### src/rtl/adc_pattern_gen.sv
`timescale 1ns/1ps
module adc_pattern_gen (
  input  logic       clk,
  input  logic       rst_n,
  input  logic [7:0] live_data,
  input  logic       wr_en,
  input  logic [2:0] wr_addr,
  input  logic [7:0] wr_data,
  output logic [7:0] dout,
  output logic       dout_valid
);

  localparam logic [3:0] M_MID  = 4'd1;
  localparam logic [3:0] M_PFS  = 4'd2;
  localparam logic [3:0] M_NFS  = 4'd3;
  localparam logic [3:0] M_CHK  = 4'd4;
  localparam logic [3:0] M_PN23 = 4'd5;
  localparam logic [3:0] M_PN9  = 4'd6;
  localparam logic [3:0] M_TGL  = 4'd7;
  localparam logic [3:0] M_USER = 4'd8;
  localparam logic [8:0]  SEED9  = '1;
  localparam logic [22:0] SEED23 = '1;

  logic [3:0]  mode_q;
  logic [1:0]  seq_q, fmt_q, ph_q, ph_last;
  logic        inv_q, h9_q, h23_q;
  logic [7:0]  p1_q, p2_q, src, user_w, fmt_w;
  logic [8:0]  pn9_q;
  logic [22:0] pn23_q;

  wire restart = wr_en && (wr_addr == 3'd0);

  function automatic logic [8:0] pn9_adv(input logic [8:0] s);
    logic [8:0] t;
    t = s;
    for (int i = 0; i < 8; i++) t = {t[7:0], t[8] ^ t[4]};
    return t;
  endfunction

  function automatic logic [22:0] pn23_adv(input logic [22:0] s);
    logic [22:0] t;
    t = s;
    for (int i = 0; i < 8; i++) t = {t[21:0], t[22] ^ t[17]};
    return t;
  endfunction

  always_ff @(posedge clk) begin
    if (!rst_n) begin
      mode_q <= '0; seq_q <= '0; fmt_q <= 2'b01; inv_q <= 1'b0;
      h9_q <= 1'b0; h23_q <= 1'b0; p1_q <= '0; p2_q <= '0;
    end else if (wr_en) begin
      case (wr_addr)
        3'd0: begin mode_q <= wr_data[3:0]; seq_q <= wr_data[5:4]; end
        3'd1: begin fmt_q <= wr_data[1:0]; inv_q <= wr_data[2]; end
        3'd2: begin h9_q <= wr_data[0]; h23_q <= wr_data[1]; end
        3'd4: p1_q <= wr_data;
        3'd6: p2_q <= wr_data;
        default: ;
      endcase
    end
  end

  assign ph_last = (mode_q == M_USER && seq_q == 2'd3) ? 2'd2 : 2'd1;

  always_ff @(posedge clk) begin
    if (!rst_n || restart) ph_q <= '0;
    else                   ph_q <= (ph_q >= ph_last) ? 2'd0 : ph_q + 2'd1;
  end

  always_ff @(posedge clk) begin
    if (!rst_n || h9_q)  pn9_q  <= SEED9;  else pn9_q  <= pn9_adv(pn9_q);
    if (!rst_n || h23_q) pn23_q <= SEED23; else pn23_q <= pn23_adv(pn23_q);
  end

  always_comb begin
    case (seq_q)
      2'd0:    user_w = p1_q;
      2'd1:    user_w = ph_q[0] ? p2_q : p1_q;
      2'd2:    user_w = ph_q[0] ? 8'h00 : p1_q;
      default: user_w = (ph_q == 2'd0) ? p1_q : (ph_q == 2'd1) ? p2_q : 8'h00;
    endcase
  end

  always_comb begin
    case (mode_q)
      M_MID:   src = 8'h80;
      M_PFS:   src = 8'hFF;
      M_NFS:   src = 8'h00;
      M_CHK:   src = ph_q[0] ? 8'h55 : 8'hAA;
      M_PN23:  src = pn23_q[22:15];
      M_PN9:   src = pn9_q[8:1];
      M_TGL:   src = ph_q[0] ? 8'h00 : 8'hFF;
      M_USER:  src = user_w;
      default: src = live_data;
    endcase
  end

  always_comb begin
    case (fmt_q)
      2'd1:    fmt_w = src ^ 8'h80;
      2'd2:    fmt_w = src ^ (src >> 1);
      default: fmt_w = src;
    endcase
  end

  always_ff @(posedge clk) begin
    if (!rst_n) begin
      dout <= '0; dout_valid <= 1'b0;
    end else begin
      dout <= fmt_w ^ {8{inv_q}}; dout_valid <= 1'b1;
    end
  end

  assert_valid_after_reset_R1: assert property (@(posedge clk) disable iff (!rst_n)
    $past(rst_n) |-> dout_valid);
  assert_live_pass_R2: assert property (@(posedge clk) disable iff (!rst_n)
    ((mode_q == 4'd0 || mode_q >= 4'd9) && fmt_q == 2'd0 && !inv_q) |=> dout == $past(live_data));
  assert_midscale_twos_R3: assert property (@(posedge clk) disable iff (!rst_n)
    (mode_q == M_MID && fmt_q == 2'd1 && !inv_q) |=> dout == 8'h00);
  assert_user_p1_only_R5: assert property (@(posedge clk) disable iff (!rst_n)
    (mode_q == M_USER && seq_q == 2'd0 && fmt_q == 2'd0 && !inv_q) |=> dout == $past(p1_q));
  assert_phase_range_R5: assert property (@(posedge clk) disable iff (!rst_n)
    ph_q != 2'd3);
  assert_phase_restart_R7: assert property (@(posedge clk) disable iff (!rst_n)
    restart |=> ph_q == 2'd0);
  assert_pn9_hold_R10: assert property (@(posedge clk) disable iff (!rst_n)
    h9_q |=> pn9_q == SEED9);
  assert_pn23_hold_R10: assert property (@(posedge clk) disable iff (!rst_n)
    h23_q |=> pn23_q == SEED23);

endmodule

### config.mk
export PLATFORM = sky130hd
export DESIGN_NAME = adc_pattern_gen
export DESIGN_NICKNAME = d
export VERILOG_FILES = /design/src/rtl/adc_pattern_gen.sv
export SDC_FILE = /design/constraint.sdc
export NUM_CORES = 1
export LEC_CHECK = 0
export ABC_AREA = 1
export BUFFER_PORTS_ARGS = -buffer_cell sky130_fd_sc_hd__buf_4
export CAP_MARGIN = 15
export CORE_UTILIZATION = 30
export CTS_CLUSTER_DIAMETER = 120
export CTS_CLUSTER_SIZE = 20
export DETAILED_ROUTE_END_ITERATION = 16
export PLACE_DENSITY_LB_ADDON = 0.05
export SLEW_MARGIN = 20
export SYNTH_ARGS = -nofsm -noshare
export SYNTH_HDL_FRONTEND = slang
export SYNTH_SLANG_ARGS = --single-unit
### constraint.sdc
create_clock -name clk -period 2 [get_ports clk]
set_input_delay 0.1 -clock clk [delete_from_list [all_inputs] [get_ports clk]]
set_output_delay 0.1 -clock clk [all_outputs]
set_load 0.05 [all_outputs]
* Yosys cells after proc, flatten, opt, wreduce, memory -nomap -nowiden
Cells that the tools add are included.
** Storage, ports and cells
- Register bits after elaboration :: 70
** Cells by class
- Add/sub/neg operators :: 1
- Order comparisons :: 1
- Eq/ne operators :: 18
- Mux-type cells :: 11
- Bitwise logic cells :: 19
- Reduce and logical (&&, ||, !) cells :: 15
** Operator list (number)
- 8-bit one-hot mux with 8 select lines :: 1
- 8-bit two-way mux :: 6
- 8-bit one-hot mux with 3 select lines :: 1
- 4-bit by 3-bit equality test with 1-bit output, second input constant :: 4
- 8-bit one-hot mux with 2 select lines :: 1
- 1-bit XOR :: 16
- 2-bit AND reduction :: 5
- 4-bit by 2-bit equality test with 1-bit output, second input constant :: 2
- 8-bit by 7-bit XOR with 8-bit output :: 1
- 8-bit XOR :: 1
- 2-bit by 1-bit equality test with 1-bit output, second input constant :: 3
- 2-bit equality test, second input constant :: 3
- 3-bit equality test, second input constant :: 2
- 4-bit by 1-bit equality test with 1-bit output, second input constant :: 1
- 4-bit equality test, second input constant :: 1
- 2-bit zero test :: 2
- 3-bit by 1-bit equality test with 1-bit output, second input constant :: 1
- 3-bit by 2-bit equality test with 1-bit output, second input constant :: 1
- 3-bit zero test :: 1
- 1-bit logical OR :: 3
- 2-bit by 1-bit adder with 2-bit output, second input constant :: 1
- 2-bit >= comparator :: 1
- 1-bit logical AND :: 2
- 2-bit two-way mux :: 1
- 4 further kinds :: 4

* Depth between registers and ports, before layout
Gate-level depths: netlist of run 1.
- Word-level depth :: 8
- Mapped depth :: 17
- Gate-level depth less buffers :: 17

* Least setup slack after synthesis of run 1
No wires, ideal clock.
- Path kind :: register to register
- From :: reg ph_q[0]
- To :: reg dout[7]
- Setup time :: 0.117 ns
- Data arrival time :: 1.649 ns
- Data required time :: 1.883 ns
- Slack :: 0.234 ns
- Cell stages (with the launch flop) :: 13
- Buffers on the path :: 1
- Cell sequence :: dfxtp_1 > inv_1 > ha_1 > buf_2 > nor2_4 > nand2_1 > a21oi_1 > nand2_1 > nand3_2 > nand2_1 > o21ai_1 > xor2_1 > nor2_1
** Between the ends
- Word-level cells in the longest chain between the ends :: 8
- Elaborated cells on any way between the ends :: 14
- Those cells by class :: eq/ne (1); mux (9); bitwise (3); reduce/logical (1)
** RTL lines
- start: declaration :: line 25 : logic [1:0] seq_q, fmt_q, ph_q, ph_last;
- start signal: assignment :: line 67 : else ph_q <= (ph_q >= ph_last) ? 2'd0 : ph_q + 2'd1;
- 2-bit by 1-bit equality test with 1-bit output :: line 80 : default: user_w = (ph_q == 2'd0) ? p1_q : (ph_q == 2'd1) ? p2_q : 8'h00;
- 8-bit two-way mux (2 in a row) :: line 80
- 8-bit one-hot mux with 3 select lines :: line 76 : case (seq_q)
- 8-bit one-hot mux with 8 select lines (*) :: line 85 : case (mode_q)
- 8-bit by 7-bit XOR with 8-bit output / 1-bit inverter (equally long branches)
- 8-bit one-hot mux with 2 select lines (*) :: line 99 : case (fmt_q)
- 8-bit XOR (*) :: line 110 : dout <= fmt_w ^ {8{inv_q}}; dout_valid <= 1'b1;
- end signal: assignment :: line 108 : dout <= '0; dout_valid <= 1'b0;
- end signal: assignment :: line 110
- end: declaration :: line 9 : output logic [7:0] dout,
Every way passes the cells marked *; elsewhere a longest branch is shown, timed or not.
A chain may end at the register's enable or synchronous reset.

* Final worst setup path of run 1
- From :: reg ph_q[0]
- To :: reg dout[5]
** Between the ends
- Word-level cells in the longest chain between the ends :: 8
- Elaborated cells on any way between the ends :: 13
- Those cells by class :: eq/ne (1); mux (9); bitwise (2); reduce/logical (1)
** RTL lines
- 2-bit by 1-bit equality test with 1-bit output :: line 80
- 8-bit two-way mux (2 in a row) :: line 80
- 8-bit one-hot mux with 3 select lines :: line 76
- 8-bit one-hot mux with 8 select lines (*) :: line 85
- 8-bit by 7-bit XOR with 8-bit output :: line 101 : 2'd2: fmt_w = src ^ (src >> 1);
- 8-bit one-hot mux with 2 select lines (*) :: line 99
- 8-bit XOR (*) :: line 110
Marks and branches as above.

==> out/metrics.yaml, run 1 <==
sta:
  finalCriticalPeriod_ps: 1840
  fmax_mhz: 543.4
  slew_viol_final: 0
  report.final.setup_viol: 0
  timing.setup.tns_ps: 0
  report.final.hold_viol_count: 0
  post-route-period-util_pct: 92.02
  worst_pin_slew_ps: 446.4
  relative_slew_slack_pct: 70.13
  rsz_0062_raised_after_global_routing: "yes"
  fin_worst_skew_ps: 6.928
synthesis:
  netlist-cell-type-count: 30
  synthesis.area_per_instance_um2: 6.718
  synth_area_um2: 3460
  seq_area_frac_synth_pct: 40.51
  synth.net_count: 543
  ys.flop_type: "sky130_fd_sc_hd__dfxtp_1"
  synth_edf_count: 0
  ys_seq_elements: 70
  yosys_warnings: 0
  synth_async_reset_ratio_pct: 0
  syn-instance-count: 515
clock_tree:
  cts.reportedPaths.clkPinSlew_ps: 60
  sinks_on_the_clock_net: 70
  tritoncts: "built"
  cts_buffers: 9
  cts-htree-levels: 3
  longest_clk_path_bufs: 2
  clk_latency_ps: 340
  root_buffer_selected_by_cts: "sky130_fd_sc_hd__clkbuf_16"
floorplan:
  number_of_primary_i_o_pins: 31
  core.rowCount: 38
  floorplan.die_area_um2: 11970
  die_w_um: 109.4
  start_util_pct: 31.36
  core_area_um2: 11030
  dieHeight_um: 109.4
critical_path:
  arrival_time_of_the_worst_setup_path_ps: 2070
  critical_path_peak_fanout: 8
  worst-setup-path-type: "reg2reg"
  crit_path_required_time_ps: 2230
  rr_worst_depth: 15
  worstReg2RegStart: "ph_q[0]"
  cp-end-kind: "flip-flop"
  r2r_slack_ps: 160
  worst_setup_path_start_kind: "flip-flop"
  reg2reg_to: "dout[5]"
place:
  hpwl_um: 6631
  placed_area_um2: 3877
  io_buffer_count: 30
  routabilityCongestion: 0.8347
  dp.cells: 685
pwr:
  ir_drop_mv: 0.3606
  power_mw: 4.017
  leakage_nw: 2.063
  pd_cells_nw_per_um2: 951.3
finish:
  area_delta_synth_final_pct: 22.06
  post_layout_nonfiller_instances: 705
  insertedDiodeCount: 0
  design.final.nets: 588
  nFillCells: 1234
  layout-drive-gt1-share_pct: 18.05
  fin_area_um2: 4223
detailed_routing:
  route.vias.total: 3224
  wirelength_um: 9021
  drt-vias-per-instance: 4.573
  route.antenna.remaining_nets: 0
  drtIter0Drc: 223
  pre_repair_dr_iteration_count: 4
  drc: 0
  routedWlPerCell_um: 12.80
global_routing:
  grt_pass1_vias: 2971
  globalRouteOverflowTotal: 0
  grt_start_max_net_pins: 34
  wire_length_of_the_first_global_routing_pass_um: 14910
  grt_usage_pct: 17.02
  grt_antenna_before_repair: 0
min_path:
  min_delay_worst_type: "in2reg"
  holdPathEnd: "p1_q[4]"
  hp-start: "wr_data[4]"
  holdPathStages: 3
run_status:
  run_status: "completed"
job:
  drv_cap: 0
synth_stat cells, types with 3 or more instances:
cell type / n / area, um2
sky130_fd_sc_hd__nand2_1: 128 / 480.5
sky130_fd_sc_hd__dfxtp_1: 70 / 1401
sky130_fd_sc_hd__nor2_1: 70 / 262.8
sky130_fd_sc_hd__inv_1: 64 / 240.2
sky130_fd_sc_hd__nand3_1: 58 / 290.3
sky130_fd_sc_hd__o21ai_0: 31 / 155.2
sky130_fd_sc_hd__a21oi_1: 24 / 120.1
sky130_fd_sc_hd__or2_2: 8 / 50.05
sky130_fd_sc_hd__nand2_2: 7 / 43.79
sky130_fd_sc_hd__clkbuf_1: 6 / 22.52
sky130_fd_sc_hd__ha_1: 6 / 75.07
sky130_fd_sc_hd__inv_2: 5 / 18.77
sky130_fd_sc_hd__nor2_4: 5 / 56.30
sky130_fd_sc_hd__nand3_2: 4 / 40.04
sky130_fd_sc_hd__o21ai_1: 4 / 20.02
sky130_fd_sc_hd__clkinv_1: 3 / 11.26
sky130_fd_sc_hd__or2_1: 3 / 18.77
sky130_fd_sc_hd__xnor2_1: 3 / 26.28
where the power goes:
group	total, mW	switching [mW]	leakage, nW	internal [mW]
sequential	1.66	0.104	0.579	1.55
clock	1.48	0.638	0.128	0.840
combinational	0.881	0.546	1.36	0.336
what timing repair did:
action	in CTS	in global routing
buffers inserted	0	1
resized for setup	0	12
endpoints found under the hold margin	5	0
endpoints found under the setup margin	0	8
hold buffers	3	0
layout make-up:
| type | count | area [um2] | area share [%] |
|---|---|---|---|
| clock buffer | 9 | 225.2 | 5.333 |
| inverter | 72 | 270.3 | 6.400 |
| sequential | 70 | 1405 | 33.27 |
| tap | 140 | 175.2 | 4.148 |
| clock inverter | 7 | 50.05 | 1.185 |
| timing repair buffer | 45 | 349.1 | 8.267 |
| multi-input combinational | 362 | 1748 | 41.39 |
layer usage:
| metal | vias to the layer above | GRT usage, % | part of all wire (%) |
|---|---|---|---|
| met2 | 57 | 26.46 | 45 |
| li1 | 1711 | - | - |
| met4 | 0 | 9.714 | 2.2 |
| met3 | 11 | 3.142 | 3.8 |
| met1 | 1445 | 22.07 | 49 |
| met5 | - | 0 | 0 |
kinds of logic after synthesis:
group / count (synthesis) / share of synthesized area, %
simple gates: 290 / 37.36
buf+inv: 83 / 9.693
flops: 70 / 40.51
compound gates: 62 / 9.259
fa+ha+maj: 6 / 2.170
xor+xnor: 4 / 1.013
metrics by stage:
stage / setup WS, ps / hold slack, ps / utilization, %
2_1_floorplan: 233.8 / 127.7 / -
3_3_place_gp: 120.2 / 333.8 / 35.15
3_5_place_dp: 114.8 / 341.3 / 35.15
4_1_cts: 99.46 / 6.800 / 37.92
5_1_grt: -19.85 / 30.38 / 38.28
6_report: 159.7 / 19.78 / 38.28
worst max-delay path by stage:
stage / from / endpoint
finish: ph_q[0] / dout[5]
CTS: ph_q[0] / dout[3]
global route: ph_q[1] / dout[5]
detailed placement: ph_q[0] / dout[3]
global placement: ph_q[0] / dout[5]
floorplan: ph_q[0] / dout[7]
critical path: stages (launching register included):
cell and delay (ps):
sky130_fd_sc_hd__dfxtp_2 340, sky130_fd_sc_hd__inv_1 50, sky130_fd_sc_hd__ha_2 200, sky130_fd_sc_hd__nor2_4 190, sky130_fd_sc_hd__buf_4 150, sky130_fd_sc_hd__nand2_1 40, sky130_fd_sc_hd__nand2_1 60, sky130_fd_sc_hd__nand2_1 40
sky130_fd_sc_hd__inv_1 40, sky130_fd_sc_hd__nand2_1 70, sky130_fd_sc_hd__nand3_1 100, sky130_fd_sc_hd__nand2_2 80, sky130_fd_sc_hd__inv_2 70, sky130_fd_sc_hd__nand2_1 70, sky130_fd_sc_hd__a21oi_1 150, sky130_fd_sc_hd__nor2_1 60
cells in the final DEF (no fill, tap or decap), drive strengths merged:
cell,n
nor3,1
dfxtp,70
clkinv,6
nand3,62
o21ai,35
clkbuf,9
dlygate4sd3,3
nor2,77
ha,6
buf,42
inv,70
o211ai,1
nand3b,2
xor2,1
a21oi,26
nand2,136
xnor2,3
nand4,1
clkinvlp,3
or2,11
sequential cells by signal (all words and copies together) (netlist names):
register	cells
ph_q	2
fmt_q	2
h23_q	1
h9_q	1
dout	8
dout_valid	1
pn9_q	9
pn23_q	23
inv_q	1
mode_q	4
p2_q	8
p1_q	8
seq_q	2
Note: power is estimated with default switching activity, not from simulation.
==> run 2, diff against run 1 <==
- REMOVE_ABC_BUFFERS: unset -> 1
==> out/metrics.yaml, run 2 (synthesis results as in run 1) <==
sta:
  report.final.setup_viol: 0
  finalCriticalPeriod_ps: 1814
  report.final.hold_viol_count: 0
  relative_slew_slack_pct: 59.67
  fin_worst_skew_ps: 5.600
  worst_pin_slew_ps: 602.7
  post-route-period-util_pct: 90.71
  fmax_mhz: 551.2
  hold_slack_ps: 7.805
  slew_viol_final: 0
floorplan:
  core.rowCount: 38
  number_of_primary_i_o_pins: 31
  dieHeight_um: 109.4
  start_util_pct: 31.36
  floorplan.die_area_um2: 11970
  core_area_um2: 11030
  die_w_um: 109.4
global_routing:
  grt_start_max_net_pins: 34
  grt_pass1_vias: 3023
  globalRouteOverflowTotal: 0
  grt_antenna_before_repair: 0
  wire_length_of_the_first_global_routing_pass_um: 15400
  grt_usage_pct: 17.15
clock_tree:
  longest_clk_path_bufs: 2
  root_buffer_selected_by_cts: "sky130_fd_sc_hd__clkbuf_16"
  cts-htree-levels: 3
  clk_latency_ps: 340
  sinks_on_the_clock_net: 70
  cts.reportedPaths.clkPinSlew_ps: 60
  cts_buffers: 9
  tritoncts: "built"
critical_path:
  cp-end-kind: "flip-flop"
  worst-setup-path-type: "reg2reg"
  worst_setup_path_start_kind: "flip-flop"
  critical_path_peak_fanout: 8
  crit_path_required_time_ps: 2230
  arrival_time_of_the_worst_setup_path_ps: 2040
  critical_path.most_common_cell: "sky130_fd_sc_hd__nand2_1"
  crit_family: "simple AND/OR/NAND/NOR gates"
  cp_peak_stage_delay_ps: 370
  path_buf_inv: 3
  cp_slowest_cell: "sky130_fd_sc_hd__dfxtp_4"
  cp_cell_sequence: "inv_2 -> ha_4 -> nor2_4 -> nand2_1 -> nand2_1 -> nand2_1 -> inv_1 -> nand2_1 -> nand3_1 -> nand2_2 -> buf_4 -> nand3_1 -> nand3_1 -> nand2_1 -> nor2_1"
detailed_routing:
  met3WireLength_um: 383
  drt-vias-per-instance: 4.585
  pre_repair_dr_iteration_count: 7
  wirelength_um: 9088
  drc: 0
  drtIter0Drc: 210
  routedWlPerCell_um: 12.91
  met2WireLength_um: 3897
  route.antenna.remaining_nets: 0
  route.vias.total: 3228
  highest_layer: "met4"
  wl_met1_um: 4537
pwr:
  pd_cells_nw_per_um2: 977.7
  ir_drop_mv: 0.3629
  leakage_nw: 2.087
  power_mw: 4.215
finish:
  reg_top3: "pn23_q x23, pn9_q x9"
  nFillCells: 1217
  layout-drive-gt1-share_pct: 21.45
  insertedDiodeCount: 0
  largest_register_ff_count: 23
  design.final.nets: 587
  fin_area_um2: 4312
  max_flop_register: "pn23_q"
  area_delta_synth_final_pct: 24.63
  layout_common_cells: "sky130_fd_sc_hd__nand2_1 (119), sky130_fd_sc_hd__nor2_1 (70), sky130_fd_sc_hd__dfxtp_1 (66)"
  mostFrequentLayoutCell: "sky130_fd_sc_hd__nand2_1"
place:
  placed_area_um2: 3870
  hpwl_um: 6599
  io_buffer_count: 30
  routabilityCongestion: 0.8435
run_status:
  run_status: "completed"
min_path:
  min_delay_worst_type: "in2reg"
job:
  drv_cap: 0
run 2: cell types whose count changed in the layout (fill, tap and decap cells not counted), sizes merged:
cell | before | now
clkinvlp | 3 | 1
bufinv | 0 | 1
clkinv | 6 | 7
dlygate4sd3 | 3 | 2
run 2: through the flow:
| stage | setup slack, ps | cells | utilization (%) | TNS [ps] |
|---|---|---|---|---|
| 2_1_floorplan | -5.681 | 504 | - | -10.32 |
| 3_5_place_dp | 105.1 | 684 | 35.08 | 0 |
| 6_report | 185.9 | 704 | 39.09 | 0 |
| 3_3_place_gp | 76.17 | 684 | 35.08 | 0 |
| 5_1_grt | -1.994 | 704 | 39.09 | -1.994 |
| 4_1_cts | 83.87 | 702 | 37.98 | 0 |
run 2: what timing repair did:
item,in CTS,in global routing
hold endpoints to repair,3,0
resized for setup,0,35
setup endpoints to repair,0,8
buffers inserted,0,2
hold buffers,2,0
run 2: power breakdown:
group	total (mW)	leakage, nW	internal (mW)	switching, mW
clock network	1.60	0.146	0.968	0.636
logic	0.940	1.36	0.363	0.578
registers	1.67	0.579	1.56	0.113
run 2: layer usage:
layer	up-vias	GRT usage [%]
li1	1702	-
met1	1436	23.23
met2	73	25.83
met3	17	2.608
met4	0	9.810
met5	-	0
run 2: cell type report:
type	count	area (um2)	share of cell area, %
Clock inverter	7	73.82	1.712
Timing Repair Buffer	44	339.1	7.864
Sequential cell	70	1409	32.68
Multi-Input combinational cell	362	1819	42.19
Tap cell	140	175.2	4.063
Inverter	72	270.3	6.268
Clock buffer	9	225.2	5.223
run 2: path summary, 6_finish.rpt:
check	startpoint	to	slack [ps]	cells past startpoint
max	ph_q[0]	dout[5]	190	15
min	wr_data[5]	p1_q[5]	8	3
max reg2reg	ph_q[0]	dout[5]	190	15
min reg2reg	pn23_q[4]	pn23_q[12]	410	2
run 2: worst min-delay path: cells and delay by family:
family / cells / cell delay, ps
buffers and inverters: 1 / 90
AND/OR/NAND/NOR: 2 / 120
